$ cat config.mk
export PLATFORM = sky130hd
export DESIGN_NAME = spi_tgt_xfer
export DESIGN_NICKNAME = d
export VERILOG_FILES = /design/src/rtl/spi_xfer_pkg.sv /design/src/rtl/spi_pin_sync.sv /design/src/rtl/spi_bit_engine.sv /design/src/rtl/spi_buf_ctrl.sv /design/src/rtl/spi_tgt_xfer.sv
export SDC_FILE = /design/constraint.sdc
export NUM_CORES = 1
export LEC_CHECK = 0
export ABC_AREA = 1
export BUFFER_PORTS_ARGS = -buffer_cell sky130_fd_sc_hd__buf_2
export CAP_MARGIN = 20
export CORE_MARGIN = 2
export CORE_UTILIZATION = 53
export DETAILED_ROUTE_END_ITERATION = 8
export PLACE_DENSITY = 0.76
export SYNTH_ARGS = -nofsm -noshare
export SYNTH_HDL_FRONTEND = slang
export SYNTH_HIERARCHICAL = 1
export SYNTH_SLANG_ARGS = --single-unit
$ cat constraint.sdc
create_clock -name clk -period 4.5 [get_ports clk]
set_input_delay 0.225 -clock clk [delete_from_list [all_inputs] [get_ports clk]]
set_output_delay 0.225 -clock clk [all_outputs]
set_load 0.005 [all_outputs]
$ cat src/rtl/spi_xfer_pkg.sv
package spi_xfer_pkg;
  localparam int BYTE_W = 8;
  localparam int CNT_W  = 8;
  localparam int IDX_W  = CNT_W + 1;

  typedef struct packed {
    logic idle_hi;
    logic late_sample;
    logic lsb_first;
  } spi_cfg_t;

  // bit that leaves the shifter next
  function automatic logic lead_bit(input logic [BYTE_W-1:0] b, input logic lsb);
    return lsb ? b[0] : b[BYTE_W-1];
  endfunction

  // shifter after one bit has left
  function automatic logic [BYTE_W-1:0] advance(input logic [BYTE_W-1:0] b, input logic lsb);
    return lsb ? (b >> 1) : (b << 1);
  endfunction

  // receive shifter after one bit enters
  function automatic logic [BYTE_W-1:0] absorb(input logic [BYTE_W-1:0] sh,
                                              input logic bit_in, input logic lsb);
    return lsb ? {bit_in, sh[BYTE_W-1:1]} : {sh[BYTE_W-2:0], bit_in};
  endfunction

  // amount reported for n complete bytes against a limit
  function automatic logic [CNT_W-1:0] clamp_count(input logic [IDX_W-1:0] n,
                                                  input logic [CNT_W-1:0] lim);
    return (n >= {1'b0, lim}) ? lim : n[CNT_W-1:0];
  endfunction

  // saturating increment of a byte index
  function automatic logic [IDX_W-1:0] sat_inc(input logic [IDX_W-1:0] n);
    return (&n) ? n : n + 1'b1;
  endfunction
endpackage

$ cat src/rtl/spi_pin_sync.sv
module spi_pin_sync #(
  parameter int STAGES = 2
) (
  input  logic clk,
  input  logic rst_n,
  input  logic sck_raw,
  input  logic csn_raw,
  input  logic mosi_raw,
  output logic sck_rise,
  output logic sck_fall,
  output logic csn_fall,
  output logic csn_rise,
  output logic csn_s,
  output logic mosi_s
);
  localparam int LAST = STAGES - 1;
  localparam logic [2:0] RST_VAL = 3'b010; // {sck, csn, mosi}

  logic [2:0] stage_q [STAGES];
  logic [1:0] prev_q; // {sck, csn}

  always_ff @(posedge clk or negedge rst_n) begin
    if (!rst_n) begin
      for (int i = 0; i < STAGES; i++) stage_q[i] <= RST_VAL;
      prev_q <= RST_VAL[2:1];
    end else begin
      stage_q[0] <= {sck_raw, csn_raw, mosi_raw};
      for (int i = 1; i < STAGES; i++) stage_q[i] <= stage_q[i-1];
      prev_q <= stage_q[LAST][2:1];
    end
  end

  logic sck_s;
  assign sck_s    = stage_q[LAST][2];
  assign csn_s    = stage_q[LAST][1];
  assign mosi_s   = stage_q[LAST][0];
  assign sck_rise = sck_s & ~prev_q[1];
  assign sck_fall = ~sck_s & prev_q[1];
  assign csn_fall = ~csn_s & prev_q[0];
  assign csn_rise = csn_s & ~prev_q[0];
endmodule

$ cat src/rtl/spi_bit_engine.sv
module spi_bit_engine
  import spi_xfer_pkg::*;
(
  input  logic              clk,
  input  logic              rst_n,
  input  spi_cfg_t          cfg,
  input  logic              sck_rise,
  input  logic              sck_fall,
  input  logic              csn_fall,
  input  logic              csn_rise,
  input  logic              mosi_s,
  input  logic [BYTE_W-1:0] nb_data,
  input  logic              nb_ready,
  output logic              miso_bit,
  output logic              active,
  output logic              consume,
  output logic              byte_done,
  output logic [BYTE_W-1:0] rx_byte
);
  localparam int BC_W = $clog2(BYTE_W);
  localparam logic [BC_W-1:0] LAST_BIT = BC_W'(BYTE_W - 1);

  logic              active_q, first_pend_q, miso_q, done_q;
  logic [BC_W-1:0]   tx_cnt_q, rx_cnt_q;
  logic [BYTE_W-1:0] tx_cur_q, rx_sh_q, rx_byte_q;

  logic leading, trailing, live, sample_ev, drive_ev, first_kick;
  logic [BYTE_W-1:0] tx_src, rx_next;

  assign leading    = cfg.idle_hi ? sck_fall : sck_rise;
  assign trailing   = cfg.idle_hi ? sck_rise : sck_fall;
  assign live       = active_q & ~csn_rise;
  // leading-edge sampling needs the first bit on the wire before any edge
  assign first_kick = first_pend_q & ~cfg.late_sample & nb_ready;
  assign sample_ev  = live & (cfg.late_sample ? trailing : leading);
  assign drive_ev   = live & ((cfg.late_sample ? leading : trailing) | first_kick);
  assign consume    = drive_ev & (tx_cnt_q == '0);
  assign tx_src     = consume ? nb_data : tx_cur_q;
  assign rx_next    = absorb(rx_sh_q, mosi_s, cfg.lsb_first);

  always_ff @(posedge clk or negedge rst_n) begin
    if (!rst_n) begin
      active_q     <= 1'b0;
      first_pend_q <= 1'b0;
      miso_q       <= 1'b0;
      done_q       <= 1'b0;
      tx_cnt_q     <= '0;
      rx_cnt_q     <= '0;
      tx_cur_q     <= '0;
      rx_sh_q      <= '0;
      rx_byte_q    <= '0;
    end else begin
      done_q <= sample_ev & (rx_cnt_q == LAST_BIT);
      if (csn_fall) begin
        active_q     <= 1'b1;
        first_pend_q <= 1'b1;
        miso_q       <= 1'b0;
        tx_cnt_q     <= '0;
        rx_cnt_q     <= '0;
        rx_sh_q      <= '0;
      end else begin
        if (csn_rise) active_q <= 1'b0;
        if (drive_ev) begin
          first_pend_q <= 1'b0;
          miso_q       <= lead_bit(tx_src, cfg.lsb_first);
          tx_cur_q     <= advance(tx_src, cfg.lsb_first);
          tx_cnt_q     <= tx_cnt_q + 1'b1;
        end
        if (sample_ev) begin
          rx_sh_q   <= rx_next;
          rx_cnt_q  <= rx_cnt_q + 1'b1;
          rx_byte_q <= rx_next;
        end
      end
    end
  end

  assign miso_bit  = miso_q;
  assign active    = active_q;
  assign byte_done = done_q;
  assign rx_byte   = rx_byte_q;

  AST_DONE_NEEDS_ACTIVE: assert property (@(posedge clk) disable iff (!rst_n)
    byte_done |-> $past(active_q));
endmodule

$ cat src/rtl/spi_buf_ctrl.sv
module spi_buf_ctrl
  import spi_xfer_pkg::*;
(
  input  logic              clk,
  input  logic              rst_n,
  input  logic              csn_fall,
  input  logic              csn_rise,
  input  logic              grant_i,
  input  logic              consume,
  input  logic              byte_done,
  input  logic [BYTE_W-1:0] rx_byte,
  input  logic [CNT_W-1:0]  tx_max,
  input  logic [CNT_W-1:0]  rx_max,
  input  logic [BYTE_W-1:0] overread_char,
  input  logic [BYTE_W-1:0] unowned_char,
  input  logic [1:0]        flag_clr,
  output logic              txb_rd_en,
  output logic [CNT_W-1:0]  txb_addr,
  input  logic [BYTE_W-1:0] txb_rd_data,
  output logic              rxb_wr_en,
  output logic [CNT_W-1:0]  rxb_addr,
  output logic [BYTE_W-1:0] rxb_wr_data,
  output logic [BYTE_W-1:0] nb_data,
  output logic              nb_ready,
  output logic              done,
  output logic [CNT_W-1:0]  tx_amount,
  output logic [CNT_W-1:0]  rx_amount,
  output logic              overread_flag,
  output logic              overflow_flag
);
  logic              grant_q, in_xfer_q, mem_pend_q, nb_ready_q, done_q;
  logic              ovr_q, ovf_q;
  logic [IDX_W-1:0]  fetch_idx_q, full_cnt_q;
  logic [BYTE_W-1:0] nb_data_q;
  logic [CNT_W-1:0]  tx_amt_q, rx_amt_q;

  logic             fetch_go, fetch_grant, from_mem;
  logic [IDX_W-1:0] fetch_tgt;
  logic             set_ovr, set_ovf;

  assign fetch_go    = csn_fall | consume;
  assign fetch_tgt   = csn_fall ? '0 : sat_inc(fetch_idx_q);
  assign fetch_grant = csn_fall ? grant_i : grant_q;
  assign from_mem    = fetch_grant & (fetch_tgt < {1'b0, tx_max});
  assign txb_rd_en   = fetch_go & from_mem;
  assign txb_addr    = fetch_tgt[CNT_W-1:0];

  assign rxb_wr_en   = byte_done & grant_q & (full_cnt_q < {1'b0, rx_max});
  assign rxb_addr    = full_cnt_q[CNT_W-1:0];
  assign rxb_wr_data = rx_byte;
  assign set_ovr     = byte_done & grant_q & (full_cnt_q >= {1'b0, tx_max});
  assign set_ovf     = byte_done & grant_q & (full_cnt_q >= {1'b0, rx_max});

  always_ff @(posedge clk or negedge rst_n) begin
    if (!rst_n) begin
      grant_q     <= 1'b0;
      in_xfer_q   <= 1'b0;
      mem_pend_q  <= 1'b0;
      nb_ready_q  <= 1'b0;
      nb_data_q   <= '0;
      fetch_idx_q <= '0;
      full_cnt_q  <= '0;
      done_q      <= 1'b0;
      tx_amt_q    <= '0;
      rx_amt_q    <= '0;
      ovr_q       <= 1'b0;
      ovf_q       <= 1'b0;
    end else begin
      // next outgoing byte: buffer data one cycle after the strobe, or a filler now
      mem_pend_q <= txb_rd_en;
      nb_ready_q <= 1'b0;
      if (fetch_go) fetch_idx_q <= fetch_tgt;
      if (mem_pend_q) begin
        nb_data_q  <= txb_rd_data;
        nb_ready_q <= 1'b1;
      end else if (fetch_go && !from_mem) begin
        nb_data_q  <= fetch_grant ? overread_char : unowned_char;
        nb_ready_q <= 1'b1;
      end

      if (csn_fall) begin
        grant_q    <= grant_i;
        in_xfer_q  <= 1'b1;
        full_cnt_q <= '0;
      end else if (byte_done) begin
        full_cnt_q <= sat_inc(full_cnt_q);
      end

      done_q <= 1'b0;
      if (csn_rise && in_xfer_q) begin
        in_xfer_q <= 1'b0;
        if (grant_q) begin
          done_q   <= 1'b1;
          tx_amt_q <= clamp_count(full_cnt_q, tx_max);
          rx_amt_q <= clamp_count(full_cnt_q, rx_max);
        end
      end

      ovr_q <= set_ovr | (ovr_q & ~flag_clr[0]);
      ovf_q <= set_ovf | (ovf_q & ~flag_clr[1]);
    end
  end

  assign nb_data       = nb_data_q;
  assign nb_ready      = nb_ready_q;
  assign done          = done_q;
  assign tx_amount     = tx_amt_q;
  assign rx_amount     = rx_amt_q;
  assign overread_flag = ovr_q;
  assign overflow_flag = ovf_q;

  AST_OVERREAD_STICKY: assert property (@(posedge clk) disable iff (!rst_n)
    ovr_q && !flag_clr[0] |=> ovr_q);
  AST_OVERFLOW_STICKY: assert property (@(posedge clk) disable iff (!rst_n)
    ovf_q && !flag_clr[1] |=> ovf_q);
  AST_NO_OVERFLOW: assert property (@(posedge clk) disable iff (!rst_n)
    rxb_wr_en |-> !ovf_q || $past(ovf_q) || !set_ovf);
  AST_DONE_ONE_CYCLE: assert property (@(posedge clk) disable iff (!rst_n)
    done_q |=> !done_q);
  AST_TX_AMOUNT_BOUND: assert property (@(posedge clk) disable iff (!rst_n)
    done_q |-> tx_amt_q <= tx_max);
  AST_RX_AMOUNT_BOUND: assert property (@(posedge clk) disable iff (!rst_n)
    done_q |-> rx_amt_q <= rx_max);
endmodule

$ cat src/rtl/spi_tgt_xfer.sv
module spi_tgt_xfer
  import spi_xfer_pkg::*;
#(
  parameter int SYNC_STAGES = 2
) (
  input  logic              clk,
  input  logic              rst_n,
  input  logic              spi_sck_i,
  input  logic              spi_mosi_i,
  input  logic              spi_csn_n_i,
  output logic              spi_miso_o,
  output logic              spi_miso_oe_o,
  input  logic              cfg_idle_hi_i,
  input  logic              cfg_late_sample_i,
  input  logic              cfg_lsb_first_i,
  input  logic [CNT_W-1:0]  tx_max_i,
  input  logic [CNT_W-1:0]  rx_max_i,
  input  logic [BYTE_W-1:0] overread_char_i,
  input  logic [BYTE_W-1:0] unowned_char_i,
  input  logic              grant_i,
  output logic              txb_rd_en_o,
  output logic [CNT_W-1:0]  txb_addr_o,
  input  logic [BYTE_W-1:0] txb_rd_data_i,
  output logic              rxb_wr_en_o,
  output logic [CNT_W-1:0]  rxb_addr_o,
  output logic [BYTE_W-1:0] rxb_wr_data_o,
  output logic              xfer_done_o,
  output logic [CNT_W-1:0]  tx_amount_o,
  output logic [CNT_W-1:0]  rx_amount_o,
  output logic              overread_flag_o,
  output logic              overflow_flag_o,
  input  logic [1:0]        flag_clr_i
);
  spi_cfg_t cfg;
  assign cfg = '{idle_hi: cfg_idle_hi_i, late_sample: cfg_late_sample_i,
                 lsb_first: cfg_lsb_first_i};

  // internal events, named for the checks below
  logic sck_rise, sck_fall, csn_fall, csn_rise, csn_s, mosi_s;
  logic active, consume, byte_done, nb_ready;
  logic [BYTE_W-1:0] rx_byte, nb_data;

  spi_pin_sync #(.STAGES(SYNC_STAGES)) sync_i (
    .clk(clk), .rst_n(rst_n),
    .sck_raw(spi_sck_i), .csn_raw(spi_csn_n_i), .mosi_raw(spi_mosi_i),
    .sck_rise(sck_rise), .sck_fall(sck_fall),
    .csn_fall(csn_fall), .csn_rise(csn_rise),
    .csn_s(csn_s), .mosi_s(mosi_s)
  );

  spi_bit_engine engine_i (
    .clk(clk), .rst_n(rst_n), .cfg(cfg),
    .sck_rise(sck_rise), .sck_fall(sck_fall),
    .csn_fall(csn_fall), .csn_rise(csn_rise), .mosi_s(mosi_s),
    .nb_data(nb_data), .nb_ready(nb_ready),
    .miso_bit(spi_miso_o), .active(active), .consume(consume),
    .byte_done(byte_done), .rx_byte(rx_byte)
  );

  spi_buf_ctrl buf_i (
    .clk(clk), .rst_n(rst_n),
    .csn_fall(csn_fall), .csn_rise(csn_rise), .grant_i(grant_i),
    .consume(consume), .byte_done(byte_done), .rx_byte(rx_byte),
    .tx_max(tx_max_i), .rx_max(rx_max_i),
    .overread_char(overread_char_i), .unowned_char(unowned_char_i),
    .flag_clr(flag_clr_i),
    .txb_rd_en(txb_rd_en_o), .txb_addr(txb_addr_o), .txb_rd_data(txb_rd_data_i),
    .rxb_wr_en(rxb_wr_en_o), .rxb_addr(rxb_addr_o), .rxb_wr_data(rxb_wr_data_o),
    .nb_data(nb_data), .nb_ready(nb_ready),
    .done(xfer_done_o), .tx_amount(tx_amount_o), .rx_amount(rx_amount_o),
    .overread_flag(overread_flag_o), .overflow_flag(overflow_flag_o)
  );

  assign spi_miso_oe_o = active;

  AST_OE_DROPS_DESELECTED: assert property (@(posedge clk) disable iff (!rst_n)
    $rose(csn_s) |=> !spi_miso_oe_o);
  AST_DONE_WHILE_DESELECTED: assert property (@(posedge clk) disable iff (!rst_n)
    xfer_done_o |-> csn_s);
  AST_WR_BELOW_LIMIT: assert property (@(posedge clk) disable iff (!rst_n)
    rxb_wr_en_o |-> rxb_addr_o < rx_max_i);
  AST_RD_BELOW_LIMIT: assert property (@(posedge clk) disable iff (!rst_n)
    txb_rd_en_o |-> txb_addr_o < tx_max_i);
endmodule

==> results.md, run 1 <==
| Step | Quantity | Value |
|:---|:---|:---|
| status | Result of the run | complete, no violations |
| cells and area | Synthesis-to-layout area growth | 11.9% |
| clock network | Clock root cell | sky130_fd_sc_hd__clkbuf_8 |
| power and ir drop | Leakage | 0.00342 uW |
| detailed routing | Initial DRC Count | 300 |
| cells and area | Area occupied by multi-input gates | 2570 um2 |
| sta | Setup ws final | 1370 ps |
| floorplanning | Height of the die | 106 um |
| sta | Final-report hold violation count | 0 |
| detailed routing | WL/cell | 14.1 um |
| setup path | Cell type with the highest occurrence count on the critical path | sky130_fd_sc_hd__nand2_1 |
| floorplanning | Area of the die | 11200 um2 |
| hold path | Worst min-delay path startpoint | flag_clr_i[1] |
| setup path | Launching element of the worst setup path | buf_i/fetch_idx_q[1] |
| synthesis | Top post-synthesis cells by area | sky130_fd_sc_hd__dfrtp_1 (40%), sky130_fd_sc_hd__nand2_1 (11%), sky130_fd_sc_hd__ha_1 (6.8%) |
| cells and area | Count of filler cells inserted in the layout | 938 |
| detailed routing | Drt drc | 0 |
| synthesis | Most area-hungry cell type in the Yosys netlist | sky130_fd_sc_hd__dfrtp_1 |
| clock network | Clock buffer count from CTS | 9 |
| floorplanning | Core Area | 10200 um2 |
| sta | Worst max-slew margin expressed relative to the limit | 0.512 |
| synthesis | Combined area of all synthesized cells | 5490 um2 |
| setup path | Type of the setup path with the least slack | flop to output port |
| hold path | Path class of the lowest-slack min-delay path | input port to flop |
| synthesis | Ys async rst share | 1.00 |
| global routing | Overall routing resource usage | 0.241 |
| setup path | CP Data Arrival Time | 2910 ps |
| clock network | Largest buffer count on any clock path | 2 |
| sta | Clock period minus worst slack | 3130 ps |
| detailed routing | Total via count after detailed routing | 4904 |
| floorplanning | Starting density of the core | 0.539 |
| synthesis | Number of different library cells in the post-synthesis netlist | 44 |
| synthesis | Main flop type after synthesis | sky130_fd_sc_hd__dfrtp_1 |
| cells and area | Fraction of layout instances using a drive strength above 1 | 0.211 |
| setup path | Sort of element at the start of the critical path | flop |
| cells and area | Number of nets in the layout | 850 |
| clock network | Number of clock sinks | 91 |
| synthesis | Top cell type's share of synthesized area | 0.401 |
| global routing | Overall overflow remaining after global route | 0 |
| sta | Max-slew violation count | 0 |
| global routing | Number of global-route vias before repair | 4734 |
| setup path | Crit path cell chain | ha_1 > nand3_2 > nor3_2 > nand2_2 > nor2_4 > inv_2 > nand2_1 > nand2_1 > nand3_1 > inv_1 > ha_1 > inv_1 > nor2_1 > nand2_1 > nand2_1 > nand2_1 > nand2_1 > nand2_1 > nand2_2 > nor2_1 > buf_2 |
| sta | Final number of setup-violating endpoints | 0 |
| floorplanning | Top-level port count | 98 |
| floorplanning | Die width | 106 um |
| floorplanning | Cell Rows | 37 |
| sta | Final period util | 0.697 |
| placed design | Half-perimeter wire length after detailed placement | 9.74 mm |
| placed design | DP Worst Slack | 1770 ps |
| placed design | Placer Congestion | 0.951 |
| setup path | Endpoint type of the worst setup path | output port |
| setup path | Worst R2R Start | buf_i/fetch_idx_q[1] |
| synthesis | Average cell area after synthesis | 7.94 um2 |
| setup path | Slowest Stage Delay on Critical Path | 400 ps |
| detailed routing | Residual antenna-violating net count after detailed routing | 0 |
| setup path | Worst path required time | 4280 ps |
| clock network | Clock tree from TritonCTS | built |
| sta | Max Clk Rate | 319 MHz |
| cells and area | Final design utilization | 0.603 |
| sta | Post-route clock skew | 11.9 ps |
| placed design | Input/output buffers | 97 |
| setup path | Slowest stage cell, crit path | sky130_fd_sc_hd__dfrtp_1 |
| detailed routing | Total wirelength of the detailed-routed design | 12.9 mm |
| cells and area | Sequential cell area | 2280 um2 |
| run | Max-cap violations | 0 |
| synthesis | Number of flops mapped to enable cells by yosys | 0 |
| synthesis | Flop and latch count out of synthesis | 91 |
| global routing | Largest net degree at the start of global routing | 50 |
| clock network | H-Tree Level Count | 3 |
| detailed routing | Drt first pass iters | 5 |
| sta | Setup repair after global routing missed its margin | no |
| synthesis | Number of cells produced by synthesis | 691 |
| synthesis | Post-Syn Nets | 772 |
| sta | Worst-margin pin slew | 731 ps |
| sta | Total negative slack | 0 ps |
| synthesis | Proportion of synthesized chip area in sequential cells | 0.416 |
| power and ir drop | Worst VDD drop | 0.000166 V |
| power and ir drop | Power per cell area | 334 nW/um2 |
| clock network | CTS clock-pin slew for the worst setup and hold paths | 90 ps |
| global routing | Antenna violations before repair | 0 |
| cells and area | Total inserted antenna cells | 0 |
| setup path | Maximum net fanout on the critical path | 6 |
| clock network | Worst-skew pair later-pin latency | 360 ps |
| detailed routing | Vias per cell | 5.39 |
| synthesis | Synth Warn # | 6 |
| global routing | Wire length of the first global-routing pass | 21.8 mm |
| clock network | Post-CTS Setup Bufs | 0 |
==> sequential cells by signal (all words and copies together) (netlist names), 3 cells and up <==
register / cells
engine_i/rx_byte: 8
buf_i/nb_data: 8
engine_i/rx_cnt_q: 3
buf_i/rx_amount: 8
buf_i/tx_amount: 8
buf_i/fetch_idx_q: 9
buf_i/full_cnt_q: 9
engine_i/tx_cur_q: 8
engine_i/tx_cnt_q: 3
sync_i/stage_q: 3
engine_i/rx_sh_q: 8
==> worst paths after layout <==
| path | slack (ps) | cells past startpoint | to |
|---|---|---|---|
| worst max-delay path | 1370 | 21 | txb_rd_en_o |
| worst min-delay path | 40 | 2 | buf_i/overflow_flag |
| worst max register to register | 1770 | 23 | buf_i/nb_data[2] |
| worst min register to register | 360 | 0 | sync_i/sck_s |
| max in group asynchronous | 3070 | 3 | engine_i/tx_cur_q[6] |
| min in group asynchronous | 400 | 2 | buf_i/full_cnt_q[8] |
==> cell families after synthesis <==
logic type | Yosys count | synth area share
AND/OR/NAND/NOR | 318 | 0.276
buffers and inverters | 139 | 0.116
AO/OA/AOI/OAI | 102 | 0.105
flip-flops | 91 | 0.416
adder cells (fa/ha/maj) | 30 | 0.0684
multiplexers | 8 | 0.0146
XOR/XNOR | 3 | 0.00479
==> final cells by class <==
class                   instances  share of cell area
clock inverters                 6             0.00774
flip-flops and latches         91               0.371
well taps                     136              0.0277
inverters                     102              0.0623
clock buffers                  10              0.0224
repair buffers                104              0.0896
multi-input cells             461               0.419
==> metal layers <==
metal  global-route usage  routed length (um)  vias up
li1                     -                   -     2396
met2                0.395                6140      200
met3               0.0353                 899       23
met1                0.320                5570     2285
met4                0.101                 265        0
met5                    0                   0        -
==> report_power, final <==
group          internal, uW  total, uW  switching [uW]
sequential              948       1030            82.0
combinational           186        494             308
clock                   221        526             305
total                  1360       2050             695
==> metrics by stage <==
stage | cells | hold slack, ps | instance area [um2] | total power [uW]
after floorplan | 691 | -70.6 | 5490 | 1380
after global placement | 889 | 256 | 5910 | 1510
after detailed placement | 889 | 255 | 5910 | 1540
after CTS | 909 | 20.5 | 6140 | 2060
after global routing | 910 | 22.4 | 6140 | 2190
final | 910 | 38.8 | 6140 | 2050
==> worst max-delay path: cells and delay by family, from the launching register on <==
family                     cells  cell delay [ps]
adders and majority gates      2              530
buffers and inverters          4              360
DFF                            1              400
and+or+nand+nor               15             1260
==> layout by cell type (no fill, tap or decap), drive strengths merged <==
cell type,n
a21oi,18
a31oi,1
buf,100
clkbuf,10
clkinv,5
clkinvlp,1
dfrtp,88
dfstp,3
dlygate4sd3,4
ha,30
inv,102
mux2i,8
nand2,172
nand3,74
nand3b,2
nand4,22
nor2,35
nor3,10
nor4,1
o211ai,3
o21a,3
o21ai,76
o31ai,1
or2,2
xnor2,1
xor2,2
==> cells in the mapped netlist, types with 2 or more instances <==
cell type and n:
sky130_fd_sc_hd__dfrtp_1 88, sky130_fd_sc_hd__inv_2 9, sky130_fd_sc_hd__nor2_4 4, sky130_fd_sc_hd__nand2_4 2, sky130_fd_sc_hd__clkinv_1 2, sky130_fd_sc_hd__a21oi_2 2, sky130_fd_sc_hd__nor2_2 5, sky130_fd_sc_hd__o21a_1 3
sky130_fd_sc_hd__a21oi_4 2, sky130_fd_sc_hd__nor3_1 7, sky130_fd_sc_hd__mux2i_1 8, sky130_fd_sc_hd__nand2_1 165, sky130_fd_sc_hd__nor3_2 3, sky130_fd_sc_hd__inv_1 91, sky130_fd_sc_hd__xor2_1 2, sky130_fd_sc_hd__nand2_2 5
sky130_fd_sc_hd__nand3_2 4, sky130_fd_sc_hd__o211ai_1 2, sky130_fd_sc_hd__o21ai_1 22, sky130_fd_sc_hd__dfstp_2 3, sky130_fd_sc_hd__ha_1 30, sky130_fd_sc_hd__o21ai_0 53, sky130_fd_sc_hd__nor2_1 25, sky130_fd_sc_hd__buf_6 2
sky130_fd_sc_hd__nand4_1 20, sky130_fd_sc_hd__clkbuf_1 6, sky130_fd_sc_hd__nand3_1 70, sky130_fd_sc_hd__buf_4 26, sky130_fd_sc_hd__a21oi_1 14, sky130_fd_sc_hd__buf_2 2
==> timing repair <==
item	CTS	global route
gates resized for setup	0	0
endpoints found under the hold margin	43	0
hold buffers	4	0
setup endpoints to repair	0	0
No activity file was read; power rests on OpenSTA's default activity.
==> run 2, diff against run 1 <==
- CORE_UTILIZATION: 53 -> 51
- PLACE_DENSITY: 0.76 -> 0.77
- clock period: 4.5 -> 2.79 ns (I/O delays scaled with it)
==> run 2 against run 1 <==
The flow now finishes with violations (setup timing). Via count grew 0.69%. Cell area grew 5.7%. Wire length grew 5.7%. Global-route usage grew 0.38 points. Non-clock buffer count grew 19. Clock-buffer cell count grew 1.
==> results.md, run 2 (synthesis gave the netlist of run 1 again) <==
| Step | Quantity | Value | Delta |
|:---|:---|:---|:---|
| status | Result of the run | complete, but fails checks |  |
| status | Failing checks | setup timing |  |
| floorplanning | Starting density of the core | 0.529 | -0.00962 |
| sta | Max-slew violation count | 0 | unchanged |
| cells and area | Most common cell after layout, fill and taps aside | sky130_fd_sc_hd__nand2_1 |  |
| detailed routing | Vias per cell | 5.30 | -1.6% |
| power and ir drop | Power share of the combinational group | 0.260 | +0.019 |
| sta | Post-route clock skew | 7.06 ps | -4.82 ps |
| detailed routing | Residual antenna-violating net count after detailed routing | 0 | unchanged |
| sta | Setup repair after global routing missed its margin | yes |  |
| power and ir drop | NetSw | 1180 uW | +70% |
| setup path | Type of the setup path with the least slack | flop to output port |  |
| power and ir drop | Clock power share | 0.268 | +0.011 |
| setup path | CP Data Arrival Time | 2760 ps | -150 ps |
| global routing | Overall routing resource usage | 0.245 | +0.00380 |
| setup path | Crit path to | txb_rd_en_o |  |
| detailed routing | Initial DRC Count | 274 | -8.7% |
| setup path | Crit path cell chain | ha_4 > nand3_4 > nor3_4 > nand2_2 > nor2_4 > inv_2 > nand2_1 > nand2_1 > nand3_2 > inv_2 > ha_4 > inv_2 > nor2_2 > nand2_1 > nand2_1 > nand2_1 > nand2_1 > nand2_1 > nand2_2 > nor2_4 > buf_2 |  |
| floorplanning | Area of the die | 11600 um2 | +3.8% |
| setup path | Slowest Stage Delay on Critical Path | 410 ps | about the same |
| sta | Final number of setup-violating endpoints | 1 | +1 |
| sta | Worst-margin pin slew | 604 ps | -127 ps |
| global routing | Largest net degree at the start of global routing | 92 | +84% |
| clock network | H-Tree Level Count | 3 | unchanged |
| setup path | Worst R2R Start | buf_i/fetch_idx_q[0] |  |
| setup path | Sort of element at the start of the critical path | flop |  |
| setup path | Endpoint type of the worst setup path | output port |  |
| clock network | Worst-skew pair later-pin latency | 370 ps | about the same |
| placed design | Input/output buffers | 97 | unchanged |
| setup path | Launching element of the worst setup path | buf_i/fetch_idx_q[0] |  |
| detailed routing | Drt first pass iters | 4 | -1 |
| cells and area | Fraction of layout instances using a drive strength above 1 | 0.257 | +0.0460 |
| detailed routing | Drt drc | 0 | unchanged |
| setup path | Endpoint of the most critical register-to-register path | buf_i/nb_data[2] |  |
| cells and area | Count of filler cells inserted in the layout | 945 | +0.75% |
| power and ir drop | Cell internal pwr | 2330 uW | +72% |
| setup path | Number of cells on the worst reg-to-reg path | 20 | -13% |
| floorplanning | Core Area | 10400 um2 | +1.8% |
| setup path | Cell type with the highest occurrence count on the critical path | sky130_fd_sc_hd__nand2_1 |  |
| floorplanning | Cell Rows | 37 | unchanged |
| power and ir drop | Power per cell area | 542 nW/um2 | +62% |
| sta | Max Clk Rate | 345 MHz |  |
| detailed routing | Total via count after detailed routing | 4938 | +0.69% |
| setup path | Slowest stage cell, crit path | sky130_fd_sc_hd__dfrtp_1 |  |
| power and ir drop | Share of total power consumed by net switching | 0.336 | -0.00261 |
| sta | Final period util | 1.04 |  |
| cells and area | Total inserted antenna cells | 0 | unchanged |
| power and ir drop | Leakage | 0.00356 uW | +4.1% |
| global routing | Overall overflow remaining after global route | 0 | unchanged |
| sta | Worst max-slew margin expressed relative to the limit | 0.596 | +0.0835 |
| placed design | Half-perimeter wire length after detailed placement | 9.87 mm | +1.4% |
| sta | Clock period minus worst slack | 2900 ps |  |
| hold path | Path class of the lowest-slack min-delay path | input port to flop |  |
| setup path | Number of cells on the critical path | 21 | unchanged |
| detailed routing | WL/cell | 14.6 um | +3.3% |
| setup path | Reg-to-reg setup timing slack | 60 ps | -1710 ps |
| clock network | Number of clock sinks | 91 | unchanged |
| placed design | Placer Congestion | 0.923 | -2.9% |
| clock network | CTS clock-pin slew for the worst setup and hold paths | 90 ps | about the same |
| power and ir drop | Part of the total power dissipated in sequential elements | 0.473 | -0.029 |
| placed design | DP Worst Slack | 85.1 ps | -1680 ps |
| sta | Setup ws final | -108 ps | -1470 ps |
| clock network | Clock buffer count from CTS | 9 | unchanged |
| cells and area | Commonest non-fill, non-tap cells in the layout | sky130_fd_sc_hd__nand2_1 (157), sky130_fd_sc_hd__buf_2 (96), sky130_fd_sc_hd__inv_1 (89) |  |
| floorplanning | Die width | 108 um | +1.9% |
| sta | Worst hold slack | 81.6 ps | +42.8 ps |
| cells and area | Synthesis-to-layout area growth | 18.3% |  |
| setup path | Buffers & Inverters on Critical Path | 4 | unchanged |
| detailed routing | Total wirelength of the detailed-routed design | 13.6 mm | +5.7% |
| global routing | Wire length of the first global-routing pass | 22.3 mm | +2.4% |
| clock network | Largest buffer count on any clock path | 2 | unchanged |
| run | Max-cap violations | 0 | unchanged |
| cells and area | Sequential cell area | 2280 um2 | unchanged |
| cells and area | Number of nets in the layout | 871 | +2.5% |
| power and ir drop | Worst VDD drop | 0.000257 V | +54% |
| floorplanning | Top-level port count | 98 | unchanged |
| cells and area | Largest registers | buf_i/fetch_idx_q (9), buf_i/full_cnt_q (9) |  |
| cells and area | Area occupied by multi-input gates | 2740 um2 | +6.5% |
| clock network | Clock root cell | sky130_fd_sc_hd__clkbuf_8 |  |
| setup path | Worst path required time | 2650 ps | -1630 ps |
| sta | Final-report hold violation count | 0 | unchanged |
| setup path | Maximum net fanout on the critical path | 6 | unchanged |
| global routing | Antenna violations before repair | 0 | unchanged |
| clock network | Clock tree from TritonCTS | built |  |
| global routing | Number of global-route vias before repair | 4837 | +2.2% |
| setup path | Kind of cell adding the most delay to the critical path | simple AND/OR/NAND/NOR gates |  |
| floorplanning | Height of the die | 108 um | +1.9% |
-- run 2: cell types whose count changed in the layout (fill, tap and decap cells not counted), sizes merged --
cell and delta:
nand2 +2, buf +17, dlygate4sd3 +2, clkinv -2, bufinv +1, clkbuf +1
-- run 2: metrics by stage --
step / power, uW / instance area [um2] / setup TNS (ps) / std cells / utilization
6_report: 3520 / 6490 / -108 / 931 / 0.626
5_1_grt: 3740 / 6490 / -1550 / 931 / 0.626
4_1_cts: 3450 / 6300 / -120 / 925 / 0.607
3_5_place_dp: 2500 / 5980 / 0 / 896 / 0.576
3_3_place_gp: 2460 / 5980 / 0 / 896 / 0.576
2_1_floorplan: 2220 / 5490 / 0 / 691 / -
-- run 2: area by class of cell --
type,instances,share of cell area
timing repair buffer,123,0.111
clock buffer,11,0.0218
sequential,91,0.351
inverter,102,0.0590
tap,136,0.0262
clock inverter,5,0.00925
multi-input combinational,463,0.422
-- run 2: metal layers --
metal / vias to the layer above / global-route usage / wire [um]
li1: 2439 / - / -
met1: 2347 / 0.321 / 6060
met2: 135 / 0.419 / 6720
met3: 17 / 0.0363 / 628
met4: 0 / 0.0723 / 192
met5: - / 0 / 0
-- run 2: repair_timing --
action | CTS | global route
endpoints found under the setup margin | 1 | 10
buffers inserted | 7 | 4
endpoints found under the hold margin | 93 | 0
pin swaps | 4 | 9
gates cloned | 0 | 2
hold buffers | 6 | 0
gates resized for setup | 3 | 30
-- run 2: power by group through the flow --
stage               sequential [uW]  combinational [uW]  clock, uW
finish                         1660                 914        941
global route                   1690                1040       1010
CTS                            1650                 845        953
detailed placement             1680                 815          0
global placement               1680                 784          0
floorplan                      1650                 574          0
-- run 2: worst min path at each step --
stage | endpoint | slack (ps) | cells after the start | startpoint
global placement | buf_i/fetch_idx_q[0] | 220 | 2 | rst_n
global route | buf_i/rx_amount[1] | 110 | 5 | rx_max_i[1]
CTS | buf_i/nb_data[1] | 70 | 5 | txb_rd_data_i[1]
floorplan | buf_i/done | -160 | 0 | rst_n
finish | buf_i/nb_data[3] | 80 | 5 | txb_rd_data_i[3]
detailed placement | buf_i/fetch_idx_q[0] | 220 | 2 | rst_n
-- run 2: worst min-delay path: stages --
cell                      delay, ps
sky130_fd_sc_hd__buf_2           80
sky130_fd_sc_hd__nand2_1         40
sky130_fd_sc_hd__o21ai_0         60
sky130_fd_sc_hd__nand2_1         50
sky130_fd_sc_hd__nand2_1         50
